$ cat src/rtl/spi_tim_pkg.sv
`timescale 1ns/1ps
package spi_tim_pkg;
  localparam int CFG_W    = 32;
  localparam int TIM_W    = 20;
  localparam int BIT_W    = 4;
  localparam int MIN_BITS = 4;

  typedef struct packed {
    logic       rsvd;
    logic [3:0] len_m1;
    logic       cpol;
    logic       cpha;
    logic       lsb_first;
    logic [1:0] lead_pre;
    logic [1:0] trail_pre;
    logic [1:0] gap_pre;
    logic [1:0] baud_pre;
    logic [3:0] lead_scl;
    logic [3:0] trail_scl;
    logic [3:0] gap_scl;
    logic [3:0] baud_scl;
  } tim_cfg_t;

  typedef enum logic [2:0] {
    ST_IDLE, ST_LEAD, ST_XFER, ST_TRAIL, ST_GAP, ST_DONE
  } tim_state_t;

  // baud prescaler: 2,3,5,7
  function automatic logic [TIM_W-1:0] baud_pre_factor(input logic [1:0] code);
    case (code)
      2'd0:    return TIM_W'(2);
      2'd1:    return TIM_W'(3);
      2'd2:    return TIM_W'(5);
      default: return TIM_W'(7);
    endcase
  endfunction

  // baud scaler: linear steps of two up to 8, then powers of two
  function automatic logic [TIM_W-1:0] baud_scl_factor(input logic [3:0] code);
    if (code < 4'd4) return TIM_W'((code + 4'd1) << 1);
    return TIM_W'(1) << code;
  endfunction

  // delay prescaler: odd numbers 1,3,5,7
  function automatic logic [TIM_W-1:0] dly_pre_factor(input logic [1:0] code);
    return TIM_W'({code, 1'b1});
  endfunction

  // delay scaler: 2^(code+1)
  function automatic logic [TIM_W-1:0] dly_scl_factor(input logic [3:0] code);
    return TIM_W'(1) << ({1'b0, code} + 5'd1);
  endfunction

  function automatic logic [TIM_W-1:0] scaled(input logic [TIM_W-1:0] a,
                                               input logic [TIM_W-1:0] b);
    return TIM_W'(a * b);
  endfunction
endpackage

$ cat src/rtl/spi_tim_decode.sv
`timescale 1ns/1ps
module spi_tim_decode
  import spi_tim_pkg::*;
#(
  parameter int CNT_W  = TIM_W,
  parameter int BITS_W = BIT_W
) (
  input  tim_cfg_t          cfg,
  output logic [CNT_W-1:0]  bit_len,
  output logic [CNT_W-1:0]  first_seg,
  output logic [CNT_W-1:0]  lead_len,
  output logic [CNT_W-1:0]  trail_len,
  output logic [CNT_W-1:0]  gap_len,
  output logic [BITS_W-1:0] last_bit
);
  localparam logic [BITS_W-1:0] MIN_LAST = BITS_W'(MIN_BITS - 1);

  logic unused_fields;
  assign unused_fields = cfg.lsb_first ^ cfg.rsvd ^ cfg.cpha;

  assign bit_len   = CNT_W'(scaled(baud_pre_factor(cfg.baud_pre), baud_scl_factor(cfg.baud_scl)));
  assign lead_len  = CNT_W'(scaled(dly_pre_factor(cfg.lead_pre),  dly_scl_factor(cfg.lead_scl)));
  assign trail_len = CNT_W'(scaled(dly_pre_factor(cfg.trail_pre), dly_scl_factor(cfg.trail_scl)));
  assign gap_len   = CNT_W'(scaled(dly_pre_factor(cfg.gap_pre),   dly_scl_factor(cfg.gap_scl)));

  // high phase gets the floor half; the idle level fills the first segment
  assign first_seg = cfg.cpol ? (bit_len >> 1) : (bit_len - (bit_len >> 1));

  assign last_bit = (BITS_W'(cfg.len_m1) < MIN_LAST) ? MIN_LAST : BITS_W'(cfg.len_m1);
endmodule

$ cat src/rtl/spi_tim_bitclk.sv
`timescale 1ns/1ps
module spi_tim_bitclk #(
  parameter int CNT_W  = spi_tim_pkg::TIM_W,
  parameter int BITS_W = spi_tim_pkg::BIT_W
) (
  input  logic              clk,
  input  logic              rst_n,
  input  logic              run,
  input  logic [CNT_W-1:0]  bit_len,
  input  logic [CNT_W-1:0]  first_seg,
  input  logic [BITS_W-1:0] last_bit,
  output logic              act_half,
  output logic              lead_evt,
  output logic              mid_trail_evt,
  output logic              frame_end
);
  logic [CNT_W-1:0]  phase;
  logic [BITS_W-1:0] bit_idx;
  logic              bit_end;

  assign bit_end = (phase == bit_len - CNT_W'(1));

  always_ff @(posedge clk) begin
    if (!rst_n || !run) begin
      phase   <= '0;
      bit_idx <= '0;
    end else if (bit_end) begin
      phase   <= '0;
      bit_idx <= bit_idx + BITS_W'(1);
    end else begin
      phase   <= phase + CNT_W'(1);
    end
  end

  assign act_half      = run && (phase >= first_seg);
  assign lead_evt      = run && (phase == first_seg);
  assign mid_trail_evt = run && (phase == '0) && (bit_idx != '0);
  assign frame_end     = run && bit_end && (bit_idx == last_bit);
endmodule

$ cat src/rtl/spi_tim_seq.sv
`timescale 1ns/1ps
module spi_tim_seq
  import spi_tim_pkg::*;
#(
  parameter int CNT_W = TIM_W
) (
  input  logic             clk,
  input  logic             rst_n,
  input  logic             start,
  input  logic             keep_sel,
  input  logic [CNT_W-1:0] lead_len,
  input  logic [CNT_W-1:0] trail_len,
  input  logic [CNT_W-1:0] gap_len,
  input  logic             frame_end,
  output logic             accept,
  output logic             busy,
  output logic             in_lead,
  output logic             in_xfer,
  output logic             in_trail,
  output logic             trail_first,
  output logic             sel_hold,
  output logic             done
);
  tim_state_t       state;
  logic [CNT_W-1:0] cnt;
  logic             keep_q;
  logic             xfer_q;

  assign accept = (state == ST_IDLE) && start;

  always_ff @(posedge clk) begin
    if (!rst_n) begin
      state    <= ST_IDLE;
      cnt      <= '0;
      keep_q   <= 1'b0;
      sel_hold <= 1'b0;
      xfer_q   <= 1'b0;
    end else begin
      xfer_q <= (state == ST_XFER);
      case (state)
        ST_IDLE: if (start) begin
          state  <= ST_LEAD;
          cnt    <= '0;
          keep_q <= keep_sel;
        end
        ST_LEAD: if (cnt == lead_len - CNT_W'(1)) begin
          state <= ST_XFER;
          cnt   <= '0;
        end else cnt <= cnt + CNT_W'(1);
        ST_XFER: if (frame_end) begin
          state <= ST_TRAIL;
          cnt   <= '0;
        end
        ST_TRAIL: if (cnt == trail_len - CNT_W'(1)) begin
          state    <= ST_GAP;
          cnt      <= '0;
          sel_hold <= keep_q;
        end else cnt <= cnt + CNT_W'(1);
        ST_GAP: if (cnt == gap_len - CNT_W'(1)) begin
          state <= ST_DONE;
          cnt   <= '0;
        end else cnt <= cnt + CNT_W'(1);
        default: state <= ST_IDLE;
      endcase
    end
  end

  assign busy        = (state != ST_IDLE);
  assign in_lead     = (state == ST_LEAD);
  assign in_xfer     = (state == ST_XFER);
  assign in_trail    = (state == ST_TRAIL);
  assign trail_first = in_trail && xfer_q;
  assign done        = (state == ST_DONE);
endmodule

$ cat src/rtl/spi_tim_gen.sv
`timescale 1ns/1ps
module spi_tim_gen
  import spi_tim_pkg::*;
#(
  parameter int CNT_W  = TIM_W,
  parameter int BITS_W = BIT_W
) (
  input  logic             clk,
  input  logic             rst_n,
  input  logic [CFG_W-1:0] cfg_word,
  input  logic             start,
  input  logic             keep_sel,
  output logic             sck,
  output logic             sample_stb,
  output logic             shift_stb,
  output logic             sel_active,
  output logic             done
);
  tim_cfg_t          cfg_q;
  logic [CNT_W-1:0]  bit_len, first_seg, lead_len, trail_len, gap_len;
  logic [BITS_W-1:0] last_bit;
  logic [BITS_W:0]   frame_bits;
  logic accept, busy, in_lead, in_xfer, in_trail, trail_first, sel_hold;
  logic act_half, lead_evt, mid_trail_evt, frame_end, trail_evt;

  always_ff @(posedge clk) begin
    if (!rst_n)      cfg_q <= '0;
    else if (accept) cfg_q <= tim_cfg_t'(cfg_word);
  end

  spi_tim_decode #(.CNT_W(CNT_W), .BITS_W(BITS_W)) u_decode (
    .cfg(cfg_q), .bit_len(bit_len), .first_seg(first_seg), .lead_len(lead_len),
    .trail_len(trail_len), .gap_len(gap_len), .last_bit(last_bit)
  );

  spi_tim_bitclk #(.CNT_W(CNT_W), .BITS_W(BITS_W)) u_bitclk (
    .clk(clk), .rst_n(rst_n), .run(in_xfer), .bit_len(bit_len),
    .first_seg(first_seg), .last_bit(last_bit), .act_half(act_half),
    .lead_evt(lead_evt), .mid_trail_evt(mid_trail_evt), .frame_end(frame_end)
  );

  spi_tim_seq #(.CNT_W(CNT_W)) u_seq (
    .clk(clk), .rst_n(rst_n), .start(start), .keep_sel(keep_sel),
    .lead_len(lead_len), .trail_len(trail_len), .gap_len(gap_len),
    .frame_end(frame_end), .accept(accept), .busy(busy), .in_lead(in_lead),
    .in_xfer(in_xfer), .in_trail(in_trail), .trail_first(trail_first),
    .sel_hold(sel_hold), .done(done)
  );

  assign frame_bits = {1'b0, last_bit} + (BITS_W+1)'(1);
  assign trail_evt  = mid_trail_evt || trail_first;

  assign sck        = cfg_q.cpol ^ act_half;
  assign sample_stb = cfg_q.cpha ? trail_evt : lead_evt;
  assign shift_stb  = cfg_q.cpha ? lead_evt  : mid_trail_evt;
  assign sel_active = in_lead || in_xfer || in_trail || sel_hold;
endmodule

$ cat config.mk
export PLATFORM = sky130hd
export DESIGN_NAME = spi_tim_gen
export DESIGN_NICKNAME = d
export VERILOG_FILES = /design/src/rtl/spi_tim_pkg.sv /design/src/rtl/spi_tim_decode.sv /design/src/rtl/spi_tim_bitclk.sv /design/src/rtl/spi_tim_seq.sv /design/src/rtl/spi_tim_gen.sv
export SDC_FILE = /design/constraint.sdc
export NUM_CORES = 1
export LEC_CHECK = 0
export ABC_AREA = 1
export BUFFER_PORTS_ARGS = -buffer_cell sky130_fd_sc_hd__buf_2
export CAP_MARGIN = 25
export CORE_MARGIN = 5
export CORE_UTILIZATION = 60
export CTS_CLUSTER_DIAMETER = 30
export CTS_CLUSTER_SIZE = 20
export DETAILED_ROUTE_END_ITERATION = 10
export HOLD_SLACK_MARGIN = 0.02
export PLACE_DENSITY = 0.86
export SYNTH_ARGS = -nofsm -noshare
export SYNTH_HDL_FRONTEND = slang
export SYNTH_HIERARCHICAL = 1
export SYNTH_SLANG_ARGS = --single-unit
$ cat constraint.sdc
create_clock -name clk -period 9.5 [get_ports clk]
set_input_delay 1.425 -clock clk [delete_from_list [all_inputs] [get_ports clk]]
set_output_delay 1.425 -clock clk [all_outputs]
set_load 0.01 [all_outputs]
==> After elaboration in Yosys (flattened, before gate mapping) <==
Index checks and enable logic that the tools add are counted.
{ "classes": {"multipliers": 4, "bitwise_logic": 1, "shifts": 4, "magnitude_cmp": 3, "add_sub_neg": 12, "n_eq_ne": 18, "muxes": 20, "reduce_logical": 25, "div_mod_pow": 0} }
{ "op_table": {"columns": ["op", "count"], "rows": [
  ["$mux 20", 8],
  ["$eq 20x20->1", 5],
  ["$pmux 20 s5", 1],
  ["$mul 3x20->20", 4],
  ["$sub 20x1->20 const B", 4],
  ["$shl 1x5->20 const A", 3],
  ["$add 20x1->20 const B", 2],
  ["$add 4x1->5 const B", 4],
  ["$ge 20x20->1", 1],
  ["$logic_not 20->1", 1],
  ["$shl 1x4->20 const A", 1],
  ["$sub 20x19->20", 1],
  ["$mux 3", 5],
  ["$pmux 3 s5", 1],
  ["$pmux 3 s3", 1],
  ["$logic_and 1x1->1", 8],
  ["$ne 2x1->1 const B", 4],
  ["$eq 3x2->1 const B", 2],
  ["$eq 3x3->1 const B", 2],
  ["$logic_or 1x1->1", 5],
  ["$reduce_and 5->1", 1],
  ["$reduce_bool 5->1", 1],
  ["$add 4x1->4 const B", 1],
  ["$eq 4x4->1", 1],
  ["16 further kinds", 20]
]} }
{ "word_totals": {"romBits": 0, "register_bits": 80, "ram_bits": 0, "wordCells": 105, "mem_count": 0, "inputBits": 36, "latchBits": 0, "out_inout_bits": 5} }

==> Logic depth before layout (Yosys ltp) <==
Gate-level depths: netlist (run 1).
{ "logic_depth": {"depth_word": 10, "mapped_depth": 41} }

==> By module <==
The synthesis (run 1) kept the hierarchy.
{ "by_module_without_submodules": {"columns": ["mod", "area_per_inst_um2", "n_inst", "cells_per_inst"], "rows": [
  ["spi_tim_decode", 7460.9, 1, 1203],
  ["spi_tim_seq", 4130.2, 1, 776],
  ["spi_tim_bitclk", 2782.7, 1, 448],
  ["spi_tim_gen", 1382.6, 1, 213]
]} }

==> Worst setup path after synthesis (run 1) <==
OpenSTA, ideal clock, no wires.
{ "synth_path": {"path_type": "register to output", "from": "reg cfg_q[0] (netlist bit)", "to": "out sck", "t_arrival_ns": 5.510, "path_slack_ns": 2.565, "n_path_buf": 0, "stages_incl_launch_ff": 38, "path_cell_list": "dfxtp_1 ha_1 ha_1 o31ai_1 nand2_1 fa_1 fa_1 inv_1 nand3_1 nand2_2 nand2_1 nand2_1 xor2_1 inv_1 ha_1 inv_1 o21bai_1 a21oi_1 [2 not listed] nand3_1 nand3_1 nand2_1 nand2_1 nand2_1 a21oi_1 nor2_1 inv_1 ha_1 nand2_1 inv_1 nand3_1 nor2_1 nand2_1 nor2_1 nor3_1 a21oi_1 xor2_1"} }
{ "synth_via": {"elab_chain_len": 9} }
{ "synth_rtl": {"columns": ["item", "line", "text"], "rows": [
  ["from (decl)", "spi_tim_gen.sv:19", "tim_cfg_t cfg_q;"],
  ["from (signal assigned)", "spi_tim_gen.sv:28", "else if (accept) cfg_q <= tim_cfg_t'(cfg_word);"],
  ["$add 4x1->5 or $lt 4x3->1 (tied branches)", "spi_tim_pkg.sv:40", "if (code < 4'd4) return TIM_W'((code + 4'd1) << 1);"],
  ["$mux 20 or $mux 1 (tied branches)", "spi_tim_pkg.sv:40", null],
  ["$mux 20 (*)", "spi_tim_pkg.sv:41", "return TIM_W'(1) << code;"],
  ["$mul 3x20->20 (*)", "spi_tim_pkg.sv:56", "return TIM_W'(a * b);"],
  ["net bit_len[8]", "spi_tim_gen.sv:20", "logic [CNT_W-1:0] bit_len, first_seg, lead_len, trail_len, gap_len;"],
  ["$sub 20x19->20 (*)", "spi_tim_decode.sv:27", "assign first_seg = cfg.cpol ? (bit_len >> 1) : (bit_len - (bit_len >> 1));"],
  ["$mux 20 (*)", "spi_tim_decode.sv:27", null],
  ["net first_seg[18]", "spi_tim_gen.sv:20", null],
  ["$ge 20x20->1 (*)", "spi_tim_bitclk.sv:35", "assign act_half = run && (phase >= first_seg);"],
  ["$logic_and 1x1->1 (*)", "spi_tim_bitclk.sv:35", null],
  ["net act_half", "spi_tim_gen.sv:24", "logic act_half, lead_evt, mid_trail_evt, frame_end, trail_evt;"],
  ["$xor 1x1->1 (*)", "spi_tim_gen.sv:53", "assign sck = cfg_q.cpol ^ act_half;"],
  ["to (decl)", "spi_tim_gen.sv:13", "output logic sck,"]
]} }
Mark *: on every way through the listed nets, which the timed path passes. The rest lies on a longest branch. The select of a mux whose other input is x is not followed.

==> Worst setup path after layout (run 1) <==
{ "layout_path": {"from": "reg cfg_q[17] (netlist bit)", "to": "out sck"} }
{ "layout_via": {"elab_chain_len": 8} }
{ "layout_rtl": {"columns": ["item", "line", "text"], "rows": [
  ["$eq 2x2->1, or another cell as far along", "spi_tim_pkg.sv:30", "case (code)"],
  ["$pmux 3 s3 (*)", "spi_tim_pkg.sv:30", null],
  ["$mul 3x20->20 (*)", "spi_tim_pkg.sv:56", null],
  ["net bit_len[8]", "spi_tim_gen.sv:20", null],
  ["$sub 20x19->20 (*)", "spi_tim_decode.sv:27", null],
  ["$mux 20 (*)", "spi_tim_decode.sv:27", null],
  ["net first_seg[18]", "spi_tim_gen.sv:20", null],
  ["$ge 20x20->1 (*)", "spi_tim_bitclk.sv:35", null],
  ["$logic_and 1x1->1 (*)", "spi_tim_bitclk.sv:35", null],
  ["net act_half", "spi_tim_gen.sv:24", null],
  ["$xor 1x1->1 (*)", "spi_tim_gen.sv:53", null]
]} }
Mark *: on every way through the listed nets, which the timed path passes. The rest lies on a longest branch.

==> results of run 1 <==
per-stage QoR:
| step | hold WS (ps) | std cells | power (W) | area, sq um |
|---|---|---|---|---|
| floorplan | 420 | 2646 | 0.00331 | 15700 |
| global placement | 451 | 2954 | 0.00380 | 16000 |
| detailed placement | 452 | 2954 | 0.00395 | 16000 |
| CTS | 463 | 2969 | 0.00436 | 16300 |
| global route | 502 | 2969 | 0.00494 | 16300 |
| finish | 461 | 2969 | 0.00443 | 16300 |
worst max path at each step:
| stage | depth (start not counted) | slack (ps) | end |
|---|---|---|---|
| 6_report | 38 | 1020 | sck |
| 2_1_floorplan | 37 | 2570 | sck |
| 5_1_grt | 38 | 310 | sck |
| 4_1_cts | 38 | 1080 | sck |
| 3_3_place_gp | 38 | 1700 | sck |
| 3_5_place_dp | 38 | 1480 | sck |
layer usage:
layer  vias up  track usage [%]  share of wire (%)
met1      7391             35.5                 45
met5         -                0                  0
met4         0             9.09                2.8
met2       484             46.5                 47
li1       8258                -                  -
met3        82             2.21                5.4
worst min-delay path: cells and delay by family, from the launching register on:
| family | cells | cell delay, ps |
|---|---|---|
| flip-flops | 1 | 310 |
| AO/OA/AOI/OAI | 1 | 50 |
| AND/OR/NAND/NOR | 1 | 60 |
layout make-up:
cell class	instances	area share (%)
flip-flops and latches	80	9.82
multi-input cells	2102	75.3
clock inverters	6	0.560
repair buffers	40	1.26
inverters	397	9.14
well taps	335	2.57
clock buffers	9	1.38
state kept, by name (all words and copies together) (netlist names):
signal and count:
u_seq/state 3, u_seq/sel_hold 1, u_seq/keep_q 1, u_bitclk/phase 20
u_bitclk/bit_idx 4, cfg_q 30, u_seq/xfer_q 1, u_seq/cnt 20
power groups by stage:
stage                     logic [W]  clock network, W  registers [W]
after floorplan             0.00288                 0       0.000434
after global routing        0.00405          0.000411       0.000479
final                       0.00357          0.000392       0.000468
after global placement      0.00333                 0       0.000470
after CTS                   0.00350          0.000398       0.000466
after detailed placement    0.00347                 0       0.000474
==> flow_metrics.py, run 1 <==
metrics = {
    "run_status": {
        "status": "finished, final reports clean",
    },
    "clock_network": {
        "clock_latency_ps": 360,
        "holdBufCountCts": 0,
        "clk_pin_slew_ps": 80,
        "cts_tree": "yes",
        "clockBufferDepth": 2,
        "cts_root_buffer": "clkbuf_16",
        "clkSinkCount": 80,
        "cts-htree-levels": 3,
        "cts_resized": 0,
        "postCtsSetupRepairBufs": 0,
        "cts_made_buffers": 9,
    },
    "floorplanning": {
        "die_area_sq_mm": 0.0295,
        "core_sq_mm": 0.0259,
        "std_cell_rows": 59,
        "io_pins": 41,
        "initial_core_util_pct": 60.5,
        "fp.dieH_microns": 172,
        "fp.dieW_microns": 172,
    },
    "timing": {
        "tightest_slew_ps": 874,
        "period_share_pct": 89.3,
        "tns_ps": 0,
        "slew_headroom_pct": 41.6,
        "rsz0062_at_grt": "false",
        "timing.final.ws_setup_ps": 1020,
        "min_period_ps": 8480,
        "maxSlewViolCount": 0,
        "fmax_mhz": 118,
        "hold_viol": 0,
        "setup_viol": 0,
        "skew_ps": 19.4,
    },
    "place": {
        "hpwl_microns": 31900,
        "portBuffers": 38,
        "pre_cts_ws_ps": 1480,
        "place.gp.congestion": 0.938,
    },
    "route": {
        "wl_per_cell_microns": 13.2,
        "wl_microns": 39300,
        "drc_errors": 0,
        "viasPerCell": 5.46,
        "drt_iter0_drc": 1135,
        "num_vias": 16200,
        "ant_nets": 0,
        "drtPass1Iterations": 5,
    },
    "global_routing": {
        "grt_pass1_wl_microns": 67400,
        "grt_pass1_vias": 15100,
        "grt_max_degree": 63,
        "track_usage_pct": 26.9,
        "antenna_found_initial": 0,
        "overflow": 0,
    },
    "critical_path": {
        "rr_worst_depth": 29,
        "timing.critical_path.to_type": "primary output",
        "slowest_stage": "dfxtp_1",
        "path_class": "reg -> out",
        "crit_path_start": "cfg_q[17]",
        "r2r-start": "cfg_q[4]",
        "cp-start-kind": "register",
        "rr_endpoint": "u_seq/state[1]",
        "cpLargestDelayFamily": "simple AND/OR/NAND/NOR gates",
        "r2r_slack_ps": 3510,
        "cp_num_buf_inv": 8,
        "critical_path.max_stage_delay_ps": 660,
        "required_ps": 8080,
        "worstPathArrival_ps": 7060,
        "cp_max_fo": 16,
        "cpMostUsedCell": "nand2_1",
    },
    "logic_synthesis": {
        "avgSynthCellArea_sq_um": 5.97,
        "syn_area_sq_mm": 0.0157,
        "yosysWarnings": 6,
        "syn_inst": 2628,
    },
    "min_path": {
        "min_path_cells": 2,
        "hold_path_class": "reg -> reg",
        "min-delay-start": "u_bitclk/bit_idx[3]",
        "min_to": "u_bitclk/bit_idx[3]",
    },
    "power": {
        "ir_worst_vdd_v": 0.000219,
        "p_int_w": 0.00184,
        "power_frac_seq_pct": 10.6,
        "sw_frac_of_total_pct": 58.5,
        "p_comb_share_pct": 80.6,
        "p_switching_w": 0.00259,
        "p_per_area_mw_per_mm2": 272,
        "p_leak_nw": 8.76,
        "p_clk_share_pct": 8.9,
    },
    "cells_and_area": {
        "final_cell_mix": "nand2_1, inv_1, nor2_1, nand3_1, ha_1",
        "regArea_sq_mm": 0.00160,
        "fin_util_pct": 62.9,
        "n_fill_cell": 2407,
        "multiInputGateArea_sq_mm": 0.0123,
        "drive_gt1_share_pct": 6.61,
        "final_common_cell": "nand2_1",
        "antennaDiodeCount": 0,
        "nets": 2861,
        "area_delta_synth_final_pct": 3.98,
    },
    "job": {
        "max_cap_violations": 0,
    },
}
No activity file was read; power rests on OpenSTA's default activity.
==> run 2: changes to the inputs <==
ABC_AREA = not set   (was 1)
CORE_UTILIZATION = 59   (was 60)
PLACE_DENSITY = 0.88   (was 0.86)
SLEW_MARGIN = 20   (was not set)
clock period = 7.7 ns   (was 9.5 ns; I/O delays follow)
==> run 2 against run 1 <==
  * Routed wire length fell by 2.5%
  * Combinational power fell by 67%
  * The run now ends with negative setup slack left
  * Utilization rose by 3.4 points
  * Non-clock buffer count rose by 91
  * Area after synthesis fell by 7.9%
  * Cell count fell by 23%
  * Largest cell class unchanged
  * First-iteration DRC count fell by 4.5%
  * Largest power group unchanged
  * Critical endpoint unchanged
  * Clock power rose by 14%
  * Setup slack got worse by 1300 ps
==> flow_metrics.py, run 2 <==
metrics = {
    "run_status": {
        "violations": "negative setup slack",
        "status": "finished with violations",
    },
    "route": {
        "drt_iter0_drc": 1084,
        "wl_per_cell_microns": 16.7,
        "viasPerCell": 6.20,
        "drtPass1Iterations": 6,
        "drc_errors": 0,
        "ant_nets": 0,
        "num_vias": 14200,
        "wl_microns": 38300,
    },
    "global_routing": {
        "grt_pass1_wl_microns": 62700,
        "track_usage_pct": 25.9,
        "grt_pass1_vias": 13400,
        "antenna_found_initial": 1,
        "grt_max_degree": 54,
        "overflow": 0,
    },
    "place": {
        "pre_cts_ws_ps": -361,
        "hpwl_microns": 28300,
        "portBuffers": 38,
        "place.gp.congestion": 0.936,
    },
    "clock_network": {
        "cts_tree": "yes",
        "clock_latency_ps": 360,
        "clockBufferDepth": 2,
        "clkSinkCount": 80,
        "cts_made_buffers": 9,
        "holdBufCountCts": 0,
        "cts_root_buffer": "clkbuf_16",
        "clk_pin_slew_ps": 60,
        "cts-htree-levels": 3,
    },
    "floorplanning": {
        "initial_core_util_pct": 59.7,
        "fp.dieW_microns": 166,
        "die_area_sq_mm": 0.0277,
        "fp.dieH_microns": 166,
        "std_cell_rows": 57,
        "io_pins": 41,
        "core_sq_mm": 0.0242,
    },
    "timing": {
        "setup_viol": 3,
        "timing.final.ws_setup_ps": -298,
        "hold_viol": 0,
        "min_period_ps": 8000,
        "period_share_pct": 104,
        "slew_headroom_pct": 34.2,
        "tns_ps": -793,
        "rsz0062_at_grt": "true",
        "fmax_mhz": 125,
        "skew_ps": 13.4,
        "tightest_slew_ps": 985,
        "maxSlewViolCount": 0,
    },
    "power": {
        "p_per_area_mw_per_mm2": 131,
        "sw_frac_of_total_pct": 41.5,
        "ir_worst_vdd_v": 0.0000982,
        "p_int_w": 0.00123,
        "p_leak_nw": 7.46,
        "p_switching_w": 0.000871,
        "p_comb_share_pct": 56.9,
        "p_clk_share_pct": 21.4,
        "power_frac_seq_pct": 21.7,
    },
    "cells_and_area": {
        "largest_reg_flops": 30,
        "reg_top3": "cfg_q x30, u_bitclk/phase x20, u_seq/cnt x20",
        "n_fill_cell": 1865,
        "area_delta_synth_final_pct": 11.2,
        "drive_gt1_share_pct": 12.7,
        "final_common_cell": "nor2_1",
        "largest-register": "cfg_q",
        "nets": 2196,
        "final_cell_mix": "nor2_1, inv_1, nand2_1, ha_1, xnor2_1",
    },
    "critical_path": {
        "required_ps": 6550,
        "critical_path.max_stage_delay_ps": 520,
        "cpMostUsedCell": "ha_4",
        "cp-start-kind": "register",
        "path_class": "reg -> out",
        "slowest_stage": "fa_1",
        "cp_max_fo": 4,
        "worstPathArrival_ps": 6840,
        "timing.critical_path.to_type": "primary output",
    },
    "logic_synthesis": {
        "syn_area_sq_mm": 0.0144,
        "yosysWarnings": 6,
        "avgSynthCellArea_sq_um": 7.65,
        "syn_inst": 1886,
    },
    "job": {
        "max_cap_violations": 0,
    },
    "min_path": {
        "hold_path_class": "reg -> reg",
    },
}
[run 2: metrics by stage]
stage	hold WS [ps]	area (sq um)	std cells	util (%)	power, W
floorplan	427	14500	1904	-	0.00123
CTS	451	15800	2284	65.3	0.00199
detailed placement	442	15300	2261	63.2	0.00150
finish	453	16000	2294	66.4	0.00210
global placement	434	15300	2261	63.2	0.00146
global route	472	16000	2294	66.4	0.00224
[run 2: worst max-delay path: cells and delay by family (launching register included)]
kind | cells | cell delay [ps]
fa+ha+maj | 6 | 1730
buf+inv | 5 | 590
xor+xnor | 1 | 180
simple gates | 6 | 1340
compound gates | 13 | 2310
flops | 1 | 340
[run 2: final timing paths]
check	slack [ps]	cells past startpoint	startpoint	endpoint
max	-300	31	cfg_q[1]	sck
min	450	2	u_seq/sel_hold	u_seq/sel_hold
max reg2reg	380	30	cfg_q[1]	u_seq/cnt[16]
min reg2reg	450	2	u_seq/sel_hold	u_seq/sel_hold
[run 2: final cells by class]
type / instances / area [sq um] / share of cell area [%]
clock buffers: 10 / 229 / 1.43
diodes: 1 / 2.50 / 0.0156
well taps: 324 / 405 / 2.53
flip-flops and latches: 80 / 1600 / 10.0
inverters: 139 / 524 / 3.27
repair buffers: 131 / 898 / 5.60
clock inverters: 5 / 56.3 / 0.351
multi-input cells: 1604 / 12300 / 76.8
[run 2: what timing repair did]
| item | 4_1_cts | 5_1_grt |
|---|---|---|
| setup buffers | 8 | 9 |
| pin swaps | 30 | 37 |
| endpoints found under the setup margin | 3 | 22 |
| resized for setup | 29 | 42 |
[run 2: power by group through the flow]
stage               logic [W]  registers [W]  clock network, W
floorplan            0.000781       0.000444                 0
global placement     0.000997       0.000462                 0
detailed placement    0.00103       0.000463                 0
CTS                   0.00109       0.000454          0.000452
global route          0.00131       0.000459          0.000468
finish                0.00119       0.000456          0.000448
[run 2: per-layer routing]
layer,share of wire (%),vias up,GRT usage (%)
met1,44,6690,34.5
met5,0,-,0
met2,46,604,43.2
met3,6.4,117,3.44
met4,3.7,0,9.50
li1,-,6821,-
==> run 3: changes to the inputs <==
ABC_AREA = 1   (was not set)
CORE_UTILIZATION = 60   (was 59)
PLACE_DENSITY = 0.89   (was 0.88)
==> run 3 against run 2 <==
  * Routed wire length rose by 6.3%
  * Critical path type unchanged
  * Worst hold slack better by 17 ps
  * Critical path depth increased by 6
  * Via count is 15% higher
  * Maximum frequency rose by 9.5%
  * Clock power increased by 5.4%
  * The run now ends clean
==> flow_metrics.py, run 3 (synthesized netlist as in run 1, its figures left out) <==
metrics = {
    "run_status": {
        "status": "finished, final reports clean",
    },
    "floorplanning": {
        "fp.dieW_microns": 172,
        "die_area_sq_mm": 0.0295,
        "fp.dieH_microns": 172,
        "io_pins": 41,
        "core_sq_mm": 0.0259,
        "initial_core_util_pct": 60.5,
        "std_cell_rows": 59,
    },
    "min_path": {
        "hold_path_class": "reg -> reg",
        "min_path_cells": 2,
        "min-delay-start": "u_bitclk/bit_idx[3]",
        "min_to": "u_bitclk/bit_idx[3]",
    },
    "cells_and_area": {
        "largest-register": "cfg_q",
        "nets": 2873,
        "final_cell_mix": "nand2_1, inv_1, nor2_1, nand3_1, a21oi_1",
        "drive_gt1_share_pct": 8.42,
        "antennaDiodeCount": 0,
        "area_delta_synth_final_pct": 5.80,
        "reg_top3": "cfg_q x30, u_bitclk/phase x20, u_seq/cnt x20",
        "final_common_cell": "nand2_1",
        "largest_reg_flops": 30,
    },
    "global_routing": {
        "grt_pass1_vias": 15200,
        "grt_pass1_wl_microns": 68200,
        "track_usage_pct": 27.5,
        "antenna_found_initial": 0,
        "grt_max_degree": 48,
        "overflow": 0,
    },
    "clock_network": {
        "cts_made_buffers": 9,
        "holdBufCountCts": 0,
        "cts-htree-levels": 3,
        "cts_tree": "yes",
        "cts_root_buffer": "clkbuf_16",
        "clk_pin_slew_ps": 70,
        "clkSinkCount": 80,
        "clockBufferDepth": 2,
        "clock_latency_ps": 360,
    },
    "route": {
        "wl_per_cell_microns": 13.7,
        "drc_errors": 0,
        "num_vias": 16300,
        "wl_microns": 40800,
        "drt_iter0_drc": 1265,
        "drtPass1Iterations": 7,
        "viasPerCell": 5.47,
        "ant_nets": 0,
    },
    "critical_path": {
        "worstPathArrival_ps": 6150,
        "rr_endpoint": "u_seq/state[1]",
        "timing.critical_path.to_type": "primary output",
        "r2r-start": "cfg_q[4]",
        "cp-start-kind": "register",
        "cpMostUsedCell": "nand2_1",
        "critical_path.max_stage_delay_ps": 510,
        "required_ps": 6550,
        "slowest_stage": "fa_2",
        "r2r_slack_ps": 1770,
        "cp_max_fo": 4,
        "rr_worst_depth": 29,
        "path_class": "reg -> out",
    },
    "timing": {
        "min_period_ps": 7300,
        "slew_headroom_pct": 46.2,
        "tns_ps": 0,
        "hold_viol": 0,
        "setup_viol": 0,
        "period_share_pct": 94.9,
        "maxSlewViolCount": 0,
        "fmax_mhz": 137,
        "skew_ps": 11.7,
        "tightest_slew_ps": 808,
    },
    "power": {
        "p_per_area_mw_per_mm2": 338,
        "p_leak_nw": 8.83,
        "ir_worst_vdd_v": 0.000241,
        "p_total_w": 0.00560,
    },
    "place": {
        "portBuffers": 38,
        "place.gp.congestion": 0.952,
        "hpwl_microns": 33100,
    },
    "job": {
        "max_cap_violations": 0,
    },
}
[run 3: cell count changes in the layout (fill, tap and decap cells not counted), sizes merged, moves of 42 or more]
cell / delta
nand2: +635
inv: +256
nor2: +231
nand3: +107
and3: -94
buf: -79
nor2b: -66
xnor2: -65
mux2i: -45
a21oi: +42
[run 3: stage by stage]
step           area (sq um)  hold slack [ps]  worst slack [ps]  util (%)  instances
2_1_floorplan         15700              420              1040         -       2646
3_3_place_gp          16100              447               551      62.0       2963
3_5_place_dp          16100              461               389      62.0       2963
4_1_cts               16400              471              47.1      63.2       2979
5_1_grt               16600              494              -107      64.0       2982
6_report              16600              470               395      64.0       2982
[run 3: critical path, delay by kind of cell (launching register included)]
| family | cells | cell delay, ps |
|---|---|---|
| adders and majority gates | 6 | 1900 |
| AOI/OAI and AO/OA | 6 | 1020 |
| buffers and inverters | 5 | 530 |
| DFF | 1 | 380 |
| xor gates and xnor gates | 2 | 360 |
| and+or+nand+nor | 18 | 1600 |
[run 3: what timing repair did]
item                                   in CTS  in global routing
resized for setup                           1                 41
setup buffers                               0                  3
endpoints found under the hold margin       0                  0
setup endpoints to repair                   1                  3
pin swaps                                   0                  7
[run 3: metal layers]
metal	global-route usage [%]	wire length, microns	part of all wire [%]	vias to the layer above
met1	36.9	18200	45	7385
met3	2.87	2520	6.2	108
met2	46.1	18600	46	553
li1	-	-	-	8259
met5	0	0	0	-
met4	9.96	1480	3.6	0
[run 3: worst max-delay path by stage]
| stage | start | to | cells past startpoint |
|---|---|---|---|
| 6_report | cfg_q[1] | sck | 37 |
| 3_3_place_gp | cfg_q[0] | sck | 35 |
| 4_1_cts | cfg_q[0] | sck | 38 |
| 3_5_place_dp | cfg_q[0] | sck | 35 |
| 2_1_floorplan | cfg_q[0] | sck | 37 |
| 5_1_grt | cfg_q[1] | sck | 37 |
[run 3: cell type report]
class	instances	area, sq um
Clock buffer	10	239
Clock inverter	6	75.1
Fill cell	2369	9320
Inverter	397	1490
Multi-Input combinational cell	2102	12500
Sequential cell	80	1600
Tap cell	335	419
Timing Repair Buffer	52	299
[run 3: power breakdown]
part	internal, W	switching (W)	total, W
clock	0.000266	0.000206	0.000472
sequential	0.000476	0.0000864	0.000562
combinational	0.00157	0.00300	0.00457
total	0.00231	0.00329	0.00560
